$ cat config.mk
export PLATFORM = sky130hd
export DESIGN_NAME = irq_pend_post_ctrl
export DESIGN_NICKNAME = d
export VERILOG_FILES = /design/src/rtl/irq_pp_pkg.sv /design/src/rtl/irq_pp_capture.sv /design/src/rtl/irq_pp_arbiter.sv /design/src/rtl/irq_pp_nest.sv /design/src/rtl/irq_pend_post_ctrl.sv
export SDC_FILE = /design/constraint.sdc
export NUM_CORES = 1
export LEC_CHECK = 0
export BUFFER_PORTS_ARGS = -buffer_cell sky130_fd_sc_hd__buf_2
export CORE_MARGIN = 2
export CORE_UTILIZATION = 32
export CTS_CLUSTER_SIZE = 10
export DETAILED_ROUTE_END_ITERATION = 7
export PLACE_DENSITY_LB_ADDON = 0.2
export SETUP_SLACK_MARGIN = 0.15
export SLEW_MARGIN = 20
export SYNTH_ARGS = -nofsm -noshare
export SYNTH_HDL_FRONTEND = slang
export SYNTH_SLANG_ARGS = --single-unit
$ cat constraint.sdc
create_clock -name clk -period 102.8 [get_ports clk]
set_input_delay 5.14 -clock clk [delete_from_list [all_inputs] [get_ports clk]]
set_output_delay 5.14 -clock clk [all_outputs]
set_load 0.1 [all_outputs]
$ cat src/rtl/irq_pp_pkg.sv
// Shared definitions for the pend-post interrupt controller.
// Assumes: consumers size their own vectors from the parameters below.
package irq_pp_pkg;
    localparam int LINES_DEF = 32;
    localparam int PRIO_W_DEF = 3;

    // Operation applied to the nesting stack in one cycle
    typedef enum logic [1:0] {
        STK_HOLD = 2'd0,
        STK_PUSH = 2'd1,
        STK_POP  = 2'd2
    } stk_op_e;
endpackage

$ cat src/rtl/irq_pp_capture.sv
// Source selection, rising-edge detection, pending latches and posting stage.
// Assumes: sources are synchronous to clk; one line at most is cleared per cycle.
module irq_pp_capture #(
    parameter int N_LINES = 32,
    parameter int IDX_W   = $clog2(N_LINES)
) (
    input  logic               clk,
    input  logic               rst_n,
    input  logic [N_LINES-1:0] src_fixed,
    input  logic [N_LINES-1:0] src_dma,
    input  logic [N_LINES-1:0] src_sel,
    input  logic [N_LINES-1:0] line_en,
    input  logic               clr_vld,
    input  logic [IDX_W-1:0]   clr_idx,
    output logic [N_LINES-1:0] pend_o,
    output logic [N_LINES-1:0] post_o
);
    logic [N_LINES-1:0] src_cur;
    logic [N_LINES-1:0] src_q;
    logic [N_LINES-1:0] rise;
    logic [N_LINES-1:0] clr_mask;

    for (genvar g = 0; g < N_LINES; g++) begin : g_line
        // Pick the source feeding this line
        assign src_cur[g]  = src_sel[g] ? src_dma[g] : src_fixed[g];
        // One-hot clear for the acknowledged line
        assign clr_mask[g] = clr_vld && (clr_idx == IDX_W'(g));
    end

    assign rise = src_cur & ~src_q;

    // Remember last sampled source level for edge detection
    always_ff @(posedge clk) begin
        if (!rst_n) src_q <= '0;
        else        src_q <= src_cur;
    end

    // Pending latch: an edge sets, acknowledge clears, an edge wins over clear
    always_ff @(posedge clk) begin
        if (!rst_n) pend_o <= '0;
        else        pend_o <= (pend_o & ~clr_mask) | rise;
    end

    // Posting stage: enabled pending lines enter arbitration one cycle later
    always_ff @(posedge clk) begin
        if (!rst_n) post_o <= '0;
        else        post_o <= pend_o & line_en & ~clr_mask;
    end
endmodule

$ cat src/rtl/irq_pp_arbiter.sv
// Combinational priority resolution over posted lines with a preemption gate.
// Assumes: smaller priority value is more urgent; ties go to the lower index.
module irq_pp_arbiter #(
    parameter int N_LINES = 32,
    parameter int PRIO_W  = 3,
    parameter int IDX_W   = $clog2(N_LINES)
) (
    input  logic [N_LINES-1:0]        post,
    input  logic [N_LINES*PRIO_W-1:0] prio_flat,
    input  logic                      act_valid,
    input  logic [PRIO_W-1:0]         act_prio,
    output logic                      req,
    output logic [IDX_W-1:0]          win_idx
);
    logic              best_v;
    logic [PRIO_W-1:0] best_p;

    // Scan from the top index down so equal priorities settle on the lowest line
    always_comb begin
        best_v  = 1'b0;
        best_p  = '1;
        win_idx = '0;
        for (int i = N_LINES - 1; i >= 0; i--) begin
            if (post[i] && (!best_v || prio_flat[i*PRIO_W +: PRIO_W] <= best_p)) begin
                best_v  = 1'b1;
                best_p  = prio_flat[i*PRIO_W +: PRIO_W];
                win_idx = IDX_W'(i);
            end
        end
    end

    // Only a strictly more urgent line may interrupt the active one
    assign req = best_v && (!act_valid || (best_p < act_prio));
endmodule

$ cat src/rtl/irq_pp_nest.sv
// Nesting stack of acknowledged interrupts; top entry is the active one.
// Assumes: depth equals the number of priority levels, so strict preemption
// can never push more entries than it holds.
module irq_pp_nest
    import irq_pp_pkg::*;
#(
    parameter int PRIO_W = 3,
    parameter int IDX_W  = 5,
    parameter int DEPTH  = 2**PRIO_W
) (
    input  logic              clk,
    input  logic              rst_n,
    input  stk_op_e           op,
    input  logic [IDX_W-1:0]  push_num,
    input  logic [PRIO_W-1:0] push_prio,
    output logic              act_valid,
    output logic [IDX_W-1:0]  act_num,
    output logic [PRIO_W-1:0] act_prio
);
    localparam int SW = (DEPTH > 1) ? $clog2(DEPTH) : 1;
    localparam int CW = $clog2(DEPTH + 1);

    logic [IDX_W-1:0]  num_mem  [DEPTH];
    logic [PRIO_W-1:0] prio_mem [DEPTH];
    logic [CW-1:0]     cnt;
    logic [SW-1:0]     top_idx;

    assign top_idx   = cnt[SW-1:0] - SW'(1);
    assign act_valid = (cnt != '0);
    assign act_num   = num_mem[top_idx];
    assign act_prio  = prio_mem[top_idx];

    // Entry count: push on acknowledge, pop on end-of-interrupt
    always_ff @(posedge clk) begin
        if (!rst_n) begin
            cnt <= '0;
        end else begin
            case (op)
                STK_PUSH: if (cnt < CW'(DEPTH)) cnt <= cnt + CW'(1);
                STK_POP:  if (cnt != '0)        cnt <= cnt - CW'(1);
                default:  cnt <= cnt;
            endcase
        end
    end

    // Entry storage written at the free slot on push
    always_ff @(posedge clk) begin
        if (op == STK_PUSH && cnt < CW'(DEPTH)) begin
            num_mem[cnt[SW-1:0]]  <= push_num;
            prio_mem[cnt[SW-1:0]] <= push_prio;
        end
    end
endmodule

$ cat src/rtl/irq_pend_post_ctrl.sv
// Pend-post interrupt controller top: capture, arbitration, request register
// and nesting stack.
// Assumes: cpu_ack refers to the irq_num presented in the same cycle;
// an acknowledge takes precedence over a coincident end-of-interrupt.
module irq_pend_post_ctrl
    import irq_pp_pkg::*;
#(
    parameter int N_LINES = LINES_DEF,
    parameter int PRIO_W  = PRIO_W_DEF
) (
    input  logic                        clk,
    input  logic                        rst_n,
    input  logic [N_LINES-1:0]          src_fixed,
    input  logic [N_LINES-1:0]          src_dma,
    input  logic [N_LINES-1:0]          src_sel,
    input  logic [N_LINES-1:0]          line_en,
    input  logic [N_LINES*PRIO_W-1:0]   line_prio,
    input  logic                        cpu_ack,
    input  logic                        cpu_eoi,
    output logic                        irq,
    output logic [$clog2(N_LINES)-1:0]  irq_num,
    output logic                        act_valid,
    output logic [$clog2(N_LINES)-1:0]  act_num
);
    localparam int IDX_W  = $clog2(N_LINES);
    localparam int NEST_D = 2**PRIO_W;

    logic [N_LINES-1:0] pend;
    logic [N_LINES-1:0] post;
    logic               req;
    logic [IDX_W-1:0]   win_idx;
    logic [PRIO_W-1:0]  act_prio;
    logic               ack_take;
    stk_op_e            stk_op;

    assign ack_take = cpu_ack && irq;

    // Stack operation chosen from the CPU handshake
    always_comb begin
        if (ack_take)     stk_op = STK_PUSH;
        else if (cpu_eoi) stk_op = STK_POP;
        else              stk_op = STK_HOLD;
    end

    irq_pp_capture #(.N_LINES(N_LINES), .IDX_W(IDX_W)) u_capture (
        .clk       (clk),
        .rst_n     (rst_n),
        .src_fixed (src_fixed),
        .src_dma   (src_dma),
        .src_sel   (src_sel),
        .line_en   (line_en),
        .clr_vld   (ack_take),
        .clr_idx   (irq_num),
        .pend_o    (pend),
        .post_o    (post)
    );

    irq_pp_arbiter #(.N_LINES(N_LINES), .PRIO_W(PRIO_W), .IDX_W(IDX_W)) u_arbiter (
        .post      (post),
        .prio_flat (line_prio),
        .act_valid (act_valid),
        .act_prio  (act_prio),
        .req       (req),
        .win_idx   (win_idx)
    );

    irq_pp_nest #(.PRIO_W(PRIO_W), .IDX_W(IDX_W), .DEPTH(NEST_D)) u_nest (
        .clk       (clk),
        .rst_n     (rst_n),
        .op        (stk_op),
        .push_num  (irq_num),
        .push_prio (line_prio[irq_num*PRIO_W +: PRIO_W]),
        .act_valid (act_valid),
        .act_num   (act_num),
        .act_prio  (act_prio)
    );

    // Request register: drops on acknowledge, otherwise follows arbitration
    always_ff @(posedge clk) begin
        if (!rst_n) begin
            irq     <= 1'b0;
            irq_num <= '0;
        end else if (ack_take) begin
            irq     <= 1'b0;
        end else begin
            irq     <= req;
            irq_num <= win_idx;
        end
    end
endmodule

==> results of run 1 <==
==> layout make-up <==
class / count / area, sq um
fillers: 3779 / 22500
multi-input cells: 938 / 7280
flip-flops and latches: 170 / 4050
repair buffers: 247 / 1260
well taps: 468 / 586
clock buffers: 20 / 437
inverters: 113 / 424
clock inverters: 11 / 88.8
==> path summary, 6_finish.rpt <==
kind                        start                   end  depth (start not counted)
min reg2reg   u_capture.src_q[16]  u_capture.pend_o[16]                          1
max                 line_prio[95]                   irq                        225
max reg2reg  u_capture.post_o[31]                   irq                        225
min           u_capture.src_q[16]  u_capture.pend_o[16]                          1
==> critical path, delay by kind of cell <==
family	cells	cell delay, ns
AOI/OAI and AO/OA	112	26.61
adders and majority gates	32	8.83
muxes	5	1.86
buffers and inverters	11	1.27
and+or+nand+nor	65	10.58
==> power by group through the flow <==
| stage | registers (mW) | clock network [mW] | logic, mW |
|---|---|---|---|
| floorplan | 0.0923 | 0 | 0.128 |
| global placement | 0.0863 | 0 | 0.183 |
| detailed placement | 0.0865 | 0 | 0.185 |
| CTS | 0.0850 | 0.0589 | 0.186 |
| global route | 0.0856 | 0.0619 | 0.203 |
| finish | 0.0850 | 0.0580 | 0.185 |
==> cell families (layout without fill, tap and decap cells) <==
logic type | Yosys count | count (layout)
xor gates and xnor gates | 5 | 5
and+or+nand+nor | 381 | 381
adders and majority gates | 100 | 100
buffers and inverters | 152 | 391
DFF | 170 | 170
muxes | 110 | 110
AOI/OAI and AO/OA | 342 | 342
==> metal layers <==
| layer | wire length (um) | share of wire | GRT usage | vias up |
|---|---|---|---|---|
| met4 | 706 | 0.018 | 0.0504 | 0 |
| met5 | 0 | 0 | 0 | - |
| li1 | - | - | - | 5216 |
| met2 | 19000 | 0.47 | 0.355 | 333 |
| met3 | 2060 | 0.051 | 0.0281 | 34 |
| met1 | 18500 | 0.46 | 0.286 | 5081 |
==> flip-flops by register name, indices dropped and copies added, names as in the netlist <==
register and flops:
u_nest.prio_mem 24, u_capture.src_q 32, u_nest.num_mem 40, irq_num 5, u_nest.cnt 4, irq 1
u_capture.pend_o 32, u_capture.post_o 32
==> through the flow <==
step	cells	power [mW]	instance area [sq um]
2_1_floorplan	1260	0.221	11900
3_5_place_dp	1936	0.271	13600
6_report	1967	0.328	14100
5_1_grt	1967	0.351	14100
4_1_cts	1967	0.330	14100
3_3_place_gp	1936	0.269	13600
==> placed cells by master (no fill, tap or decap), types with 10 or more instances in the layout <==
cell type,instances
a21oi_1,40
o21ai_0,55
and2_1,10
nand2_1,73
clkbuf_16,17
o311ai_0,12
nor4_1,11
nor2b_1,19
nor3_1,21
buf_2,239
mux2i_1,44
nand2b_1,11
o31ai_1,42
or2_2,10
edfxtp_1,64
mux2_2,19
nand3_1,41
inv_1,112
o21ai_1,10
o211ai_1,31
a31oi_1,13
dfxtp_1,104
ha_1,99
o21a_1,32
a21o_1,18
nor2_1,142
mux4_2,46
==> flow_metrics.tcl, run 1 <==
set metrics [dict create \
    cp.required_ns 103.15 \
    insertedDiodeCount 0 \
    grt_use_total 0.210 \
    drt-initial-drc-count 619 \
    yosysUniqueCellTypes 83 \
    cts_tree "yes" \
    ctsHoldBuffers 0 \
    synth.area.mux_share 0.144 \
    die_w_um 197 \
    synth-adder-area-share 0.106 \
    syn_avg_cell_area_sq_um 9.43 \
    yosysMostFrequentCell "nor2_1" \
    synth_warnings 0 \
    num_rows 70 \
    start_util 0.325 \
    crit_type "input port to flip-flop" \
    yosysTopAreaCell "dfxtp_1" \
    skew_ns 0.0120 \
    cp_slowest_cell "a2111oi_0" \
    wl_per_cell_um 20.5 \
    peakVddDrop_v 0.0000173 \
    clkLatencyLatePin_ns 0.42 \
    ioPinCount 240 \
    core_area_sq_um 36600 \
    ys_async_sr_fraction 0 \
    power_switching_uw 147 \
    grt_max_degree 71 \
    finalWirelength_um 40300 \
    syn_inst 1260 \
    p_comb_frac 0.564 \
    gp_congestion 0.920 \
    synth_edf_count 64 \
    min_path_type "flip-flop to flip-flop" \
    cellLeakagePower_nw 6.31 \
    setup_viol 0 \
    grt_first_pass_wirelength_um 61900 \
    setup_slack_ns 48.86 \
    critPathCaptureType "flip-flop" \
    p_clk_frac 0.177 \
    p_int_uw 181 \
    synth_top_family_by_area "compound AO/OA/AOI/OAI gates" \
    antenna_found_initial 0 \
    cpPeakStageDelay_ns 0.89 \
    dp_hpwl_um 32400 \
    htree_levels 4 \
    antenna_left 0 \
    die_h_um 197 \
    fin_crit_sh 0.525 \
    synthXorXnorAreaFrac 0.00368 \
    grt_pass1_vias 10600 \
    vias 10700 \
    ctsResizeCount 0 \
    p_per_area_nw_per_um2 23.2 \
    fmax_mhz 18.5 \
    status "finished clean" \
    ys_ff_latch 170 \
    worst_setup_path_start_kind "input port" \
    worstPathArrival_ns 54.29 \
    syn-cell-area_sq_um 11900 \
    swShare 0.448 \
    rsz0062_at_grt "false" \
    io_buffers 239 \
    clock_path_buffers 2 \
    hold_viol_final 0 \
    finalCriticalPeriod_ns 53.94 \
    power_frac_seq 0.259 \
    cp_max_fo 14 \
    crit_top_cell "o21ai_0" \
    cts_root_buf "clkbuf_16" \
    cts_made_buffers 17 \
    slew-limit-headroom 0.328 \
    drc 0 \
    first_pass_iters 5 \
    rrSetupSlack_ns 52.92 \
    pre_cts_slack_ns 48.13 \
    synth_top_area_frac 0.179 \
    synth_common_cells "nor2_1, inv_1, dfxtp_1, ha_1, nand2_1" \
    die_area_sq_um 38700 \
    synthSimpleGateAreaFrac 0.152 \
    cts_sinks 170 \
    ys.flop_type "dfxtp_1" \
    avgViaCountPerCell 5.42 \
    final_core_util 0.386 \
    timing_worst_slew_pin_value_ns 0.983 \
    syn_to_final_growth_pct 18.8 \
    seq_area_frac_synth 0.340 \
    clk_pin_slew_worst_paths_ns 0.07 \
    synth_compound_area_frac 0.204 \
    drive_gt1_frac 0.250 \
    tns_ns 0 \
    finalMaxSlewViolations 0 \
    fin_nets 1815 \
    max_cap_viol_count 0 \
    cts_setup_buffers 0 \
    synth_nets 1588 \
    yosys-top-cells-area "dfxtp_1, edfxtp_1, ha_1, mux4_2, nor2_1" \
    grt_overflow 0 \
    fin_hold_ws_ns 0.413 \
]
No activity file was read; power rests on OpenSTA's default activity.
==> run 2, diff against run 1 <==
- clock period: 102.8 -> 56.6 ns (I/O delays scaled with it)
==> flow_metrics.tcl, run 2 (synthesis results as in run 1) <==
set metrics [dict create \
    drt-initial-drc-count 668 \
    critPathCaptureType "flip-flop" \
    fin_crit_sh 0.917 \
    grt_use_met3 0.0315 \
    clk_pin_slew_worst_paths_ns 0.07 \
    fmax_mhz 19.3 \
    io_buffers 239 \
    setup_slack_ns 4.67 \
    antenna_left 0 \
    gp_congestion 0.948 \
    hold_viol_final 0 \
    cp_max_fo 14 \
    ioPinCount 240 \
    cts_made_buffers 17 \
    largest_register_ffs 40 \
    cts_sinks 170 \
    cts_tree "yes" \
    grt_max_degree 62 \
    start_util 0.325 \
    p_per_area_nw_per_um2 43.0 \
    timing_worst_slew_pin_value_ns 1.08 \
    die_area_sq_um 38700 \
    clkLatencyLatePin_ns 0.43 \
    wl_per_cell_um 20.3 \
    syn_to_final_growth_pct 19.7 \
    p_int_uw 340 \
    grtUsageMet2 0.344 \
    setup_viol 0 \
    final_cell_mix "buf_2, nor2_1, inv_1" \
    power_switching_uw 272 \
    dp_hpwl_um 32300 \
    cpPeakStageDelay_ns 0.91 \
    cts_root_buf "clkbuf_16" \
    clock_path_buffers 2 \
    peakVddDrop_v 0.0000280 \
    grt_use_total 0.207 \
    die_h_um 197 \
    finalMaxSlewViolations 0 \
    rsz0062_at_grt "false" \
    cp.required_ns 56.96 \
    status "finished clean" \
    grt_first_pass_wirelength_um 60800 \
    die_w_um 197 \
    tns_ns 0 \
    drive_gt1_frac 0.252 \
    fin_nets 1821 \
    first_pass_iters 7 \
    grt.busiest_layer "met2" \
    worstPathArrival_ns 52.28 \
    grt_overflow 0 \
    finalWirelength_um 40100 \
    min_path_type "flip-flop to flip-flop" \
    insertedDiodeCount 0 \
    finalCriticalPeriod_ns 51.93 \
    avgViaCountPerCell 5.47 \
    power_frac_seq 0.250 \
    pre_cts_slack_ns 4.68 \
    final_core_util 0.389 \
    swShare 0.444 \
    core_area_sq_um 36600 \
    p_comb_frac 0.551 \
    skew_ns 0.0159 \
    num_rows 70 \
    max_cap_viol_count 0 \
    ctsHoldBuffers 0 \
    p_clk_frac 0.199 \
    ctsResizeCount 0 \
    final_common_cell "buf_2" \
    vias 10800 \
    drc 0 \
    grt_pass1_vias 10400 \
    cellLeakagePower_nw 6.37 \
    htree_levels 4 \
    slew-limit-headroom 0.278 \
    cp_slowest_cell "a2111oi_0" \
    cts_setup_buffers 0 \
    worst_setup_path_start_kind "input port" \
    crit_type "input port to flip-flop" \
    grtUsageMet1 0.280 \
    antenna_found_initial 0 \
]
==> run 2: worst paths after layout <==
| path | startpoint | endpoint | slack [ns] | cells past startpoint |
|---|---|---|---|---|
| hold reg to reg | u_capture.src_q[22] | u_capture.pend_o[22] | 0.41 | 1 |
| hold / removal | u_capture.src_q[22] | u_capture.pend_o[22] | 0.41 | 1 |
| setup / recovery | line_prio[94] | irq | 4.67 | 229 |
| setup reg to reg | u_capture.post_o[31] | irq | 6.40 | 229 |
==> run 2: metrics by stage <==
| step | instances | total power [mW] | hold slack, ns | area (sq um) |
|---|---|---|---|---|
| final | 1974 | 0.612 | 0.410 | 14200 |
| after global routing | 1974 | 0.655 | 0.426 | 14200 |
| after CTS | 1974 | 0.616 | 0.412 | 14200 |
| after detailed placement | 1942 | 0.494 | 0.406 | 13600 |
| after global placement | 1942 | 0.489 | 0.401 | 13600 |
| after floorplan | 1260 | 0.401 | 0.400 | 11900 |
==> run 2: routing by layer <==
metal | vias up | share of wire
li1 | 5225 | -
met1 | 5180 | 0.45
met2 | 352 | 0.47
met3 | 47 | 0.053
met4 | 0 | 0.025
met5 | - | 0
==> run 2: cell type report <==
type	count	area, sq um
timing repair buffer	253	1300
tap	468	586
clock buffer	17	425
clock inverter	15	198
sequential	170	4050
fill	3758	22400
inverter	113	424
multi-input combinational	938	7250
==> run 2: critical path: cells and delay by family <==
kind | cells | cell delay [ns]
buf+inv | 16 | 1.89
fa+ha+maj | 32 | 8.91
mux | 4 | 1.57
simple gates | 65 | 10.42
compound gates | 112 | 26.56
==> run 2: power groups by stage <==
stage               registers, mW  clock network [mW]  logic [mW]
floorplan                   0.168                   0       0.233
detailed placement          0.156                   0       0.338
CTS                         0.153               0.124       0.339
global route                0.154               0.130       0.371
global placement            0.156                   0       0.333
finish                      0.153               0.122       0.338
==> run 3, diff against run 2 <==
- CORE_UTILIZATION: 32 -> 57
==> flow_metrics.tcl, run 3 (synthesis results as in run 1) <==
set metrics [dict create \
    status "finished clean" \
    first_pass_iters 5 \
    cp.required_ns 56.96 \
    antenna_left 0 \
    pre_cts_slack_ns 5.25 \
    min_path_cells 1 \
    fin_nets 1818 \
    dp_hpwl_um 29200 \
    core_area_sq_um 20400 \
    cp_slowest_cell "a2111oi_0" \
    rsz0062_at_grt "false" \
    antenna_found_initial 0 \
    num_rows 52 \
    htree_levels 4 \
    clkLatencyLatePin_ns 0.43 \
    syn_to_final_growth_pct 17.0 \
    fmax_mhz 19.4 \
    grt_use_met3 0.0420 \
    slew-limit-headroom 0.139 \
    dp_cells 1741 \
    hold_viol_final 0 \
    multi_input_area_sq_um 7260 \
    cp_top_family "compound AO/OA/AOI/OAI gates" \
    io_buffers 239 \
    largest_register_ffs 40 \
    avgViaCountPerCell 6.23 \
    grt_first_pass_wirelength_um 57200 \
    rr_worst_depth 221 \
    fin_hold_ws_ns 0.415 \
    grt_use_total 0.337 \
    worst-path-buf-inv 13 \
    peakVddDrop_v 0.0000260 \
    finalCriticalPeriod_ns 51.50 \
    cts_made_buffers 17 \
    cp.depth 221 \
    critPathCaptureType "flip-flop" \
    max_cap_viol_count 0 \
    min_path_type "flip-flop to flip-flop" \
    final_cells 1772 \
    skew_ns 0.00648 \
    final_common_cell "buf_2" \
    cp_max_fo 14 \
    grt_pass1_vias 10700 \
    cellLeakagePower_nw 6.34 \
    die_w_um 148 \
    start_util 0.584 \
    insertedDiodeCount 0 \
    p_per_area_nw_per_um2 43.0 \
    cpPeakStageDelay_ns 1.09 \
    finalMaxSlewViolations 0 \
    tns_ns 0 \
    drive_gt1_frac 0.251 \
    grt_overflow 0 \
    grt_max_degree 72 \
    worstPathArrival_ns 51.85 \
    drt-initial-drc-count 846 \
    setup_slack_ns 5.10 \
    timing_worst_slew_pin_value_ns 1.26 \
    fin_crit_sh 0.910 \
    cts_tree "yes" \
    drc 0 \
    crit_top_cell "o21ai_0" \
    cts_setup_buffers 0 \
    fillers 1618 \
    gp_congestion 0.961 \
    crit_type "input port to flip-flop" \
    grtUsageMet2 0.575 \
    final_cell_mix "buf_2, nor2_1, inv_1" \
    finalWirelength_um 37100 \
    ctsResizeCount 0 \
    vias 11000 \
    clock_path_buffers 2 \
    cts_root_buf "clkbuf_16" \
    grtUsageMet1 0.447 \
    ctsHoldBuffers 0 \
    ioPinCount 240 \
    die_area_sq_um 22000 \
    setup_viol 0 \
    wl_per_cell_um 20.9 \
    die_h_um 148 \
    grt.busiest_layer "met2" \
    clk_pin_slew_worst_paths_ns 0.07 \
    worst_setup_path_start_kind "input port" \
    cts_sinks 170 \
    seqCellArea_sq_um 4050 \
]
run 3: stage by stage:
step | utilization | total power [mW] | area, sq um
after floorplan | - | 0.401 | 11900
after global placement | 0.655 | 0.477 | 13300
after detailed placement | 0.655 | 0.485 | 13300
after CTS | 0.682 | 0.595 | 13900
after global routing | 0.683 | 0.632 | 13900
final | 0.683 | 0.598 | 13900
run 3: worst register-to-register path, delay by kind of cell, from the launching register on:
family | cells | cell delay (ns)
adder cells (fa/ha/maj) | 32 | 8.54
AND/OR/NAND/NOR | 62 | 10.60
multiplexers | 8 | 3.13
buffers and inverters | 13 | 1.75
AO/OA/AOI/OAI | 106 | 25.08
flip-flops | 1 | 0.57
run 3: metal layers:
| metal | vias to the layer above | wire [um] |
|---|---|---|
| met4 | 0 | 877 |
| met5 | - | 0 |
| li1 | 5233 | - |
| met3 | 68 | 2920 |
| met1 | 5145 | 15200 |
| met2 | 602 | 18100 |
run 3: path summary, 6_finish.rpt:
path / startpoint / endpoint / slack (ns)
worst max-delay path: line_prio[95] / irq / 5.10
worst min-delay path: u_capture.src_q[13] / u_capture.pend_o[13] / 0.41
worst max register to register: u_capture.post_o[31] / irq / 6.87
worst min register to register: u_capture.src_q[13] / u_capture.pend_o[13] / 0.41
run 3: area by class of cell:
| cell class | count | area share |
|---|---|---|
| sequential | 170 | 0.291 |
| clock buffer | 17 | 0.0306 |
| inverter | 113 | 0.0305 |
| multi-input combinational | 938 | 0.522 |
| clock inverter | 14 | 0.00972 |
| tap | 270 | 0.0243 |
| timing repair buffer | 250 | 0.0919 |
run 3: report_power, final:
part           total [mW]  switching [mW]  internal (mW)  leakage (nW)
clock network       0.111          0.0526         0.0580         0.274
logic               0.332           0.207          0.126          4.60
registers           0.155         0.00827          0.147          1.46
total               0.598           0.267          0.330          6.34
